`src/rtl/bdr_pkg.sv`:
```
package bdr_pkg;
  parameter int unsigned LFSR_W   = 28;
  parameter int unsigned CNT_W    = 4;
  parameter int unsigned NUM_CH   = 3;
  parameter int unsigned BASE_TAP = 3;

  typedef struct packed {
    logic       truncEn;
    logic [1:0] truncDepth;
    logic       dithEn;
    logic [1:0] dithDepth;
    logic       rgbRandom;
    logic       frameRandom;
    logic       highPass;
  } mode_t;

  typedef struct packed {
    logic             seedLoad;
    logic             advance;
    logic [CNT_W-1:0] mix;
  } strobe_t;

  // feedback tap of a channel when per-channel polynomials are selected
  function automatic int unsigned chanTap(input int unsigned ch);
    case (ch)
      0:       return 3;
      1:       return 9;
      default: return 13;
    endcase
  endfunction

  // number of kept bits for a depth code
  function automatic int keepBits(input logic [1:0] code);
    case (code)
      2'd0:    return 6;
      2'd1:    return 8;
      default: return 10;
    endcase
  endfunction

  // last value of the frame counter before it wraps
  function automatic logic [CNT_W-1:0] cntLimit(input logic [1:0] code);
    return (code < 2'd2) ? CNT_W'(15) : CNT_W'(3);
  endfunction
endpackage

```
`src/rtl/bdr_lfsr.sv`:
```
module bdr_lfsr #(
  parameter int unsigned W        = 28,
  parameter int unsigned BASE_TAP = 3,
  parameter int unsigned ALT_TAP  = 3
) (
  input  logic         clk,
  input  logic         rstN,
  input  logic         useAlt,
  input  logic         load,
  input  logic         advance,
  input  logic [W-1:0] seed,
  output logic [W-1:0] state
);
  logic fb;

  assign fb = state[W-1] ^ (useAlt ? state[ALT_TAP-1] : state[BASE_TAP-1]);

  always_ff @(posedge clk) begin
    if (!rstN)        state <= '0;
    else if (load)    state <= seed;
    else if (advance) state <= {state[W-2:0], fb};
  end
endmodule

```
`src/rtl/bdr_chan.sv`:
```
module bdr_chan
  import bdr_pkg::*;
#(
  parameter int unsigned CH_W = 12
) (
  input  mode_t            mode,
  input  logic [CH_W-1:0]  pixIn,
  input  logic [CH_W-1:0]  stateLow,
  input  logic [CH_W-1:0]  prevNoise,
  output logic [CH_W-1:0]  noise,
  output logic [CH_W-1:0]  result
);
  localparam int unsigned SUM_W = CH_W + 2;

  function automatic logic [CH_W-1:0] lowMask(input logic [1:0] code);
    logic [CH_W-1:0] m;
    m = '0;
    for (int i = 0; i < int'(CH_W); i++)
      if (i < int'(CH_W) - keepBits(code)) m[i] = 1'b1;
    return m;
  endfunction

  logic [CH_W-1:0]         dithMask, truncMask, satVal;
  logic [SUM_W-1:0]        hpTerm;
  logic signed [SUM_W-1:0] sum;

  always_comb begin
    dithMask  = lowMask(mode.dithDepth);
    truncMask = lowMask(mode.truncDepth);
    noise     = stateLow & dithMask;
    hpTerm    = mode.highPass ? {2'b00, prevNoise} : '0;
    sum       = $signed({2'b00, pixIn}) + $signed({2'b00, noise}) - $signed(hpTerm);
    if (sum < 0)
      satVal = '0;
    else if (sum > $signed({2'b00, {CH_W{1'b1}}}))
      satVal = '1;
    else
      satVal = sum[CH_W-1:0];
    if (mode.dithEn)       result = satVal & ~dithMask;
    else if (mode.truncEn) result = pixIn & ~truncMask;
    else                   result = pixIn;
  end
endmodule

```
`src/rtl/bdr_ctrl.sv`:
```
module bdr_ctrl
  import bdr_pkg::*;
(
  input  logic                          clk,
  input  logic                          rstN,
  input  logic                          cfgLoad,
  input  mode_t                         cfgMode,
  input  logic [NUM_CH-1:0][LFSR_W-1:0] cfgSeed,
  input  logic                          pixValid,
  input  logic                          frameStart,
  output mode_t                         actMode,
  output logic [NUM_CH-1:0][LFSR_W-1:0] loadSeed,
  output strobe_t                       strb
);
  mode_t                         pendMode;
  logic [NUM_CH-1:0][LFSR_W-1:0] pendSeed, actSeed;
  logic                          applyQ, reseed;
  logic [CNT_W-1:0]              frameCnt;

  assign reseed = frameStart & actMode.frameRandom & ~applyQ;

  always_comb begin
    strb.seedLoad = applyQ | reseed;
    strb.mix      = applyQ ? '0 : frameCnt;
    strb.advance  = pixValid & ~strb.seedLoad;
    for (int ch = 0; ch < int'(NUM_CH); ch++)
      loadSeed[ch] = (applyQ ? pendSeed[ch] : actSeed[ch])
                     ^ {{(LFSR_W-CNT_W){1'b0}}, strb.mix};
  end

  always_ff @(posedge clk) begin
    if (!rstN) begin
      actMode  <= '0;
      pendMode <= '0;
      actSeed  <= '0;
      pendSeed <= '0;
      applyQ   <= 1'b0;
      frameCnt <= '0;
    end else begin
      applyQ <= cfgLoad;
      if (applyQ) begin
        actMode  <= pendMode;
        actSeed  <= pendSeed;
        frameCnt <= '0;
      end else if (reseed) begin
        frameCnt <= (frameCnt >= cntLimit(actMode.dithDepth)) ? '0 : frameCnt + 1'b1;
      end
      if (cfgLoad) begin
        actMode  <= '0;
        pendMode <= cfgMode;
        pendSeed <= cfgSeed;
      end
    end
  end
endmodule

```
`src/rtl/bdr_datapath.sv`:
```
module bdr_datapath
  import bdr_pkg::*;
#(
  parameter int unsigned CH_W = 12
) (
  input  logic                          clk,
  input  logic                          rstN,
  input  mode_t                         actMode,
  input  strobe_t                       strb,
  input  logic [NUM_CH-1:0][LFSR_W-1:0] loadSeed,
  input  logic                          pixValid,
  input  logic [NUM_CH-1:0][CH_W-1:0]   pixData,
  output logic                          outValid,
  output logic [NUM_CH-1:0][CH_W-1:0]   outData
);
  logic [NUM_CH-1:0][CH_W-1:0] resData;

  for (genvar ch = 0; ch < int'(NUM_CH); ch++) begin : g_chan
    logic [LFSR_W-1:0] state;
    logic [CH_W-1:0]   noise, prevNoise;

    bdr_lfsr #(
      .W       (LFSR_W),
      .BASE_TAP(BASE_TAP),
      .ALT_TAP (chanTap(ch))
    ) uLfsr (
      .clk    (clk),
      .rstN   (rstN),
      .useAlt (actMode.rgbRandom),
      .load   (strb.seedLoad),
      .advance(strb.advance),
      .seed   (loadSeed[ch]),
      .state  (state)
    );

    bdr_chan #(.CH_W(CH_W)) uChan (
      .mode     (actMode),
      .pixIn    (pixData[ch]),
      .stateLow (state[CH_W-1:0]),
      .prevNoise(prevNoise),
      .noise    (noise),
      .result   (resData[ch])
    );

    always_ff @(posedge clk) begin
      if (!rstN)              prevNoise <= '0;
      else if (strb.seedLoad) prevNoise <= '0;
      else if (strb.advance)  prevNoise <= noise;
    end
  end

  always_ff @(posedge clk) begin
    if (!rstN) begin
      outValid <= 1'b0;
      outData  <= '0;
    end else begin
      outValid <= pixValid;
      outData  <= resData;
    end
  end
endmodule

```
`src/rtl/bitdepth_reducer.sv`:
```
module bitdepth_reducer
  import bdr_pkg::*;
#(
  parameter int unsigned CH_W = 12
) (
  input  logic              clk,
  input  logic              rstN,
  input  logic              cfgLoad,
  input  logic              cfgTruncEn,
  input  logic [1:0]        cfgTruncDepth,
  input  logic              cfgDithEn,
  input  logic [1:0]        cfgDithDepth,
  input  logic              cfgRgbRandom,
  input  logic              cfgFrameRandom,
  input  logic              cfgHighPass,
  input  logic [LFSR_W-1:0] cfgSeedR,
  input  logic [LFSR_W-1:0] cfgSeedG,
  input  logic [LFSR_W-1:0] cfgSeedB,
  input  logic              frameStart,
  input  logic              pixValid,
  input  logic [CH_W-1:0]   pixR,
  input  logic [CH_W-1:0]   pixG,
  input  logic [CH_W-1:0]   pixB,
  output logic              outValid,
  output logic [CH_W-1:0]   outR,
  output logic [CH_W-1:0]   outG,
  output logic [CH_W-1:0]   outB
);
  mode_t                         cfgMode, actMode;
  strobe_t                       strb;
  logic [NUM_CH-1:0][LFSR_W-1:0] cfgSeed, loadSeed;
  logic [NUM_CH-1:0][CH_W-1:0]   pixData, outData;

  assign cfgMode = '{truncEn: cfgTruncEn, truncDepth: cfgTruncDepth,
                     dithEn: cfgDithEn, dithDepth: cfgDithDepth,
                     rgbRandom: cfgRgbRandom, frameRandom: cfgFrameRandom,
                     highPass: cfgHighPass};
  assign cfgSeed = {cfgSeedB, cfgSeedG, cfgSeedR};
  assign pixData = {pixB, pixG, pixR};
  assign outR    = outData[0];
  assign outG    = outData[1];
  assign outB    = outData[2];

  bdr_ctrl uCtrl (
    .clk       (clk),
    .rstN      (rstN),
    .cfgLoad   (cfgLoad),
    .cfgMode   (cfgMode),
    .cfgSeed   (cfgSeed),
    .pixValid  (pixValid),
    .frameStart(frameStart),
    .actMode   (actMode),
    .loadSeed  (loadSeed),
    .strb      (strb)
  );

  bdr_datapath #(.CH_W(CH_W)) uData (
    .clk     (clk),
    .rstN    (rstN),
    .actMode (actMode),
    .strb    (strb),
    .loadSeed(loadSeed),
    .pixValid(pixValid),
    .pixData (pixData),
    .outValid(outValid),
    .outData (outData)
  );
endmodule

```
`config.mk`:
```
export PLATFORM = sky130hd
export DESIGN_NAME = bitdepth_reducer
export DESIGN_NICKNAME = d
export VERILOG_FILES = /design/src/rtl/bdr_pkg.sv /design/src/rtl/bdr_lfsr.sv /design/src/rtl/bdr_chan.sv /design/src/rtl/bdr_ctrl.sv /design/src/rtl/bdr_datapath.sv /design/src/rtl/bitdepth_reducer.sv
export SDC_FILE = /design/constraint.sdc
export NUM_CORES = 1
export LEC_CHECK = 0
export BUFFER_PORTS_ARGS = -buffer_cell sky130_fd_sc_hd__buf_4
export CORE_MARGIN = 4
export CORE_UTILIZATION = 60
export DETAILED_ROUTE_END_ITERATION = 10
export PLACE_DENSITY = 0.8
export SETUP_SLACK_MARGIN = 0.3
export SYNTH_ARGS = -nofsm -noshare
export SYNTH_HDL_FRONTEND = slang
export SYNTH_HIERARCHICAL = 1
export SYNTH_SLANG_ARGS = --single-unit
```
`constraint.sdc`:
```
create_clock -name clk -period 7.4 [get_ports clk]
set_input_delay 0.37 -clock clk [delete_from_list [all_inputs] [get_ports clk]]
set_output_delay 0.37 -clock clk [all_outputs]
set_load 0.05 [all_outputs]
```
==> run summary <==
die height -> 183.1 um
commonest non-fill, non-tap cells in the layout -> dfxtp_1 (347), and2_1 (200), mux2i_1 (195)
initial drt markers -> 690
total number of vias -> 13.15k
Num CTS Buffers -> 38
crit path cell chain -> nor2_1, ha_1, xor2_1, nand2_1, fa_1, inv_1, ha_1, a21oi_1, o22ai_1, a21oi_1, a31oi_1, xnor2_1, nor2_1, o31ai_1, and2_1
Design Area, Final -> 20,830 um^2
Crit. End Element -> flop
PwrDens -> 219.2 nW/um^2
area of the die -> 33,520 um^2
largest net degree at the start of global routing -> 108
Fillers -> 2,357
CTS Sinks -> 348
Clock Latency Late Sink -> 0.52 ns
hold_buf cts -> 0
final worst path period share -> 0.6436
initial antenna violation count -> 1
Arr. time, crit path -> 5.22 ns
Layout Nets -> 2,237
WP data required -> 7.86 ns
RePlAce Congestion -> 0.9046
# IOs -> 171
worst slew pin tran -> 0.9785 ns
Worst Path Max Fanout -> 11
CP peak stage delay -> 0.62 ns
grt total ovfl -> 0
detailed placer's ending HPWL -> 27,090 um
# rows -> 63
Min-Delay Path Class -> primary input to flop
fmax -> 210.0 MHz
IO buf count -> 170
Setup Buffers After CTS -> 0
DR pass1 iterations -> 5
Worst Setup Start Kind -> flop
MaxCap Viol Count -> 0
Clock transition at path regs -> 0.06 ns
Routed WL -> 38,570 um
skew final -> 0.009691 ns
gr usage total -> 0.2237
crit path kind -> flop to flop
Synthesized Nets -> 2,125
Hold Fails Final Rpt -> 0
run status -> finished clean
layout cells sized above 1 -> 0.1795
minimum clock period -> 4.762 ns
ANT nets after route -> 0
core area -> 29,950 um^2
number of global-route vias before repair -> 12.87k
RSZ-0062 raised after global routing -> no
routed vias/inst -> 5.403
count of pins over their slew limit -> 0
P_leak -> 0.009694 uW
die width -> 183.1 um
TNS Setup -> 0 ns
Peak supply drop -> 0.1696 mV
global-route wire length before repair -> 63,340 um
Setup violations, final -> 0
Crit-path slowest cell -> xor2_1
clock tree root driver cell -> clkbuf_16
Mapped Cells -> 1,904
WL/cell -> 15.84 um
ANT cells -> 0
H-Tree Depth -> 2
commonest non-fill, non-tap cell in the layout -> dfxtp_1
Slew Limit Headroom -> 0.3476
DRC violations left -> 0
CTS tree -> built
number of gates resized after cts -> 0
mapped cell area -> 18,390 um^2
Post-DP Area -> 19,560 um^2
worst-case clock buffer depth -> 3
Area Overhead vs Synth -> 13.25%
synth warn -> 6
Initial Util -> 0.6141
Synth Area per Inst -> 9.661 um^2
[where the power goes]
group / switching, uW / internal (uW)
clock: 754 / 1150
combinational: 363 / 313
sequential: 44.9 / 1950
[worst max-delay path: cells and delay by family, from the launching register on]
family | cells | cell delay (ns)
adders and majority gates | 3 | 1.24
DFF | 1 | 0.39
buffers and inverters | 1 | 0.04
AOI/OAI and AO/OA | 5 | 0.83
xor gates and xnor gates | 2 | 1.24
and+or+nand+nor | 4 | 0.95
[state kept, by name, indices dropped and copies added (netlist names)]
signal / flops
uData/outData: 36
uCtrl/pendSeed: 84
uCtrl/frameCnt: 4
uCtrl/pendMode: 9
uCtrl/actSeed: 84
uData/g_chan.prevNoise: 36
uCtrl/actMode: 9
uData/g_chan.uLfsr/state: 84
uData/outValid: 1
uCtrl/applyQ: 1
[per-layer routing]
metal  up-vias  part of all wire  track usage
met2       297              0.46       0.3592
met4         2             0.015      0.04857
met3        47             0.059      0.04383
met5         -           0.00034            0
met1      6204              0.47       0.3162
li1       6601                 -            -
[stage by stage]
stage	std cells	setup WS [ns]	total power, uW	util	hold slack [ns]
2_1_floorplan	1904	3.561	2546	-	0.4522
3_3_place_gp	2366	2.899	2688	0.6529	0.4642
3_5_place_dp	2366	2.753	2704	0.6529	0.4760
4_1_cts	2434	2.735	4608	0.6954	0.08265
5_1_grt	2434	2.371	4767	0.6954	0.08529
6_report	2434	2.638	4567	0.6954	0.09592
[area by class of cell]
class	count	area (um^2)	area share
Inverter	129	484.2	0.02324
Multi-Input combinational cell	1319	10250	0.4923
Sequential cell	348	6970	0.3346
Clock inverter	15	176.4	0.008469
Tap cell	390	488.0	0.02342
Clock buffer	53	1099	0.05274
Timing Repair Buffer	180	1359	0.06523
[worst paths after layout]
check	start	end	slack, ns	cells after the start
min	pixValid	uData/outValid	0.1	2
max reg2reg	uCtrl/actMode[4]	uData/outData[14]	2.64	15
max	uCtrl/actMode[4]	uData/outData[14]	2.64	15
min reg2reg	uCtrl/pendSeed[1]	uCtrl/actSeed[1]	0.49	2
Note: power is estimated with default switching activity, not from simulation.
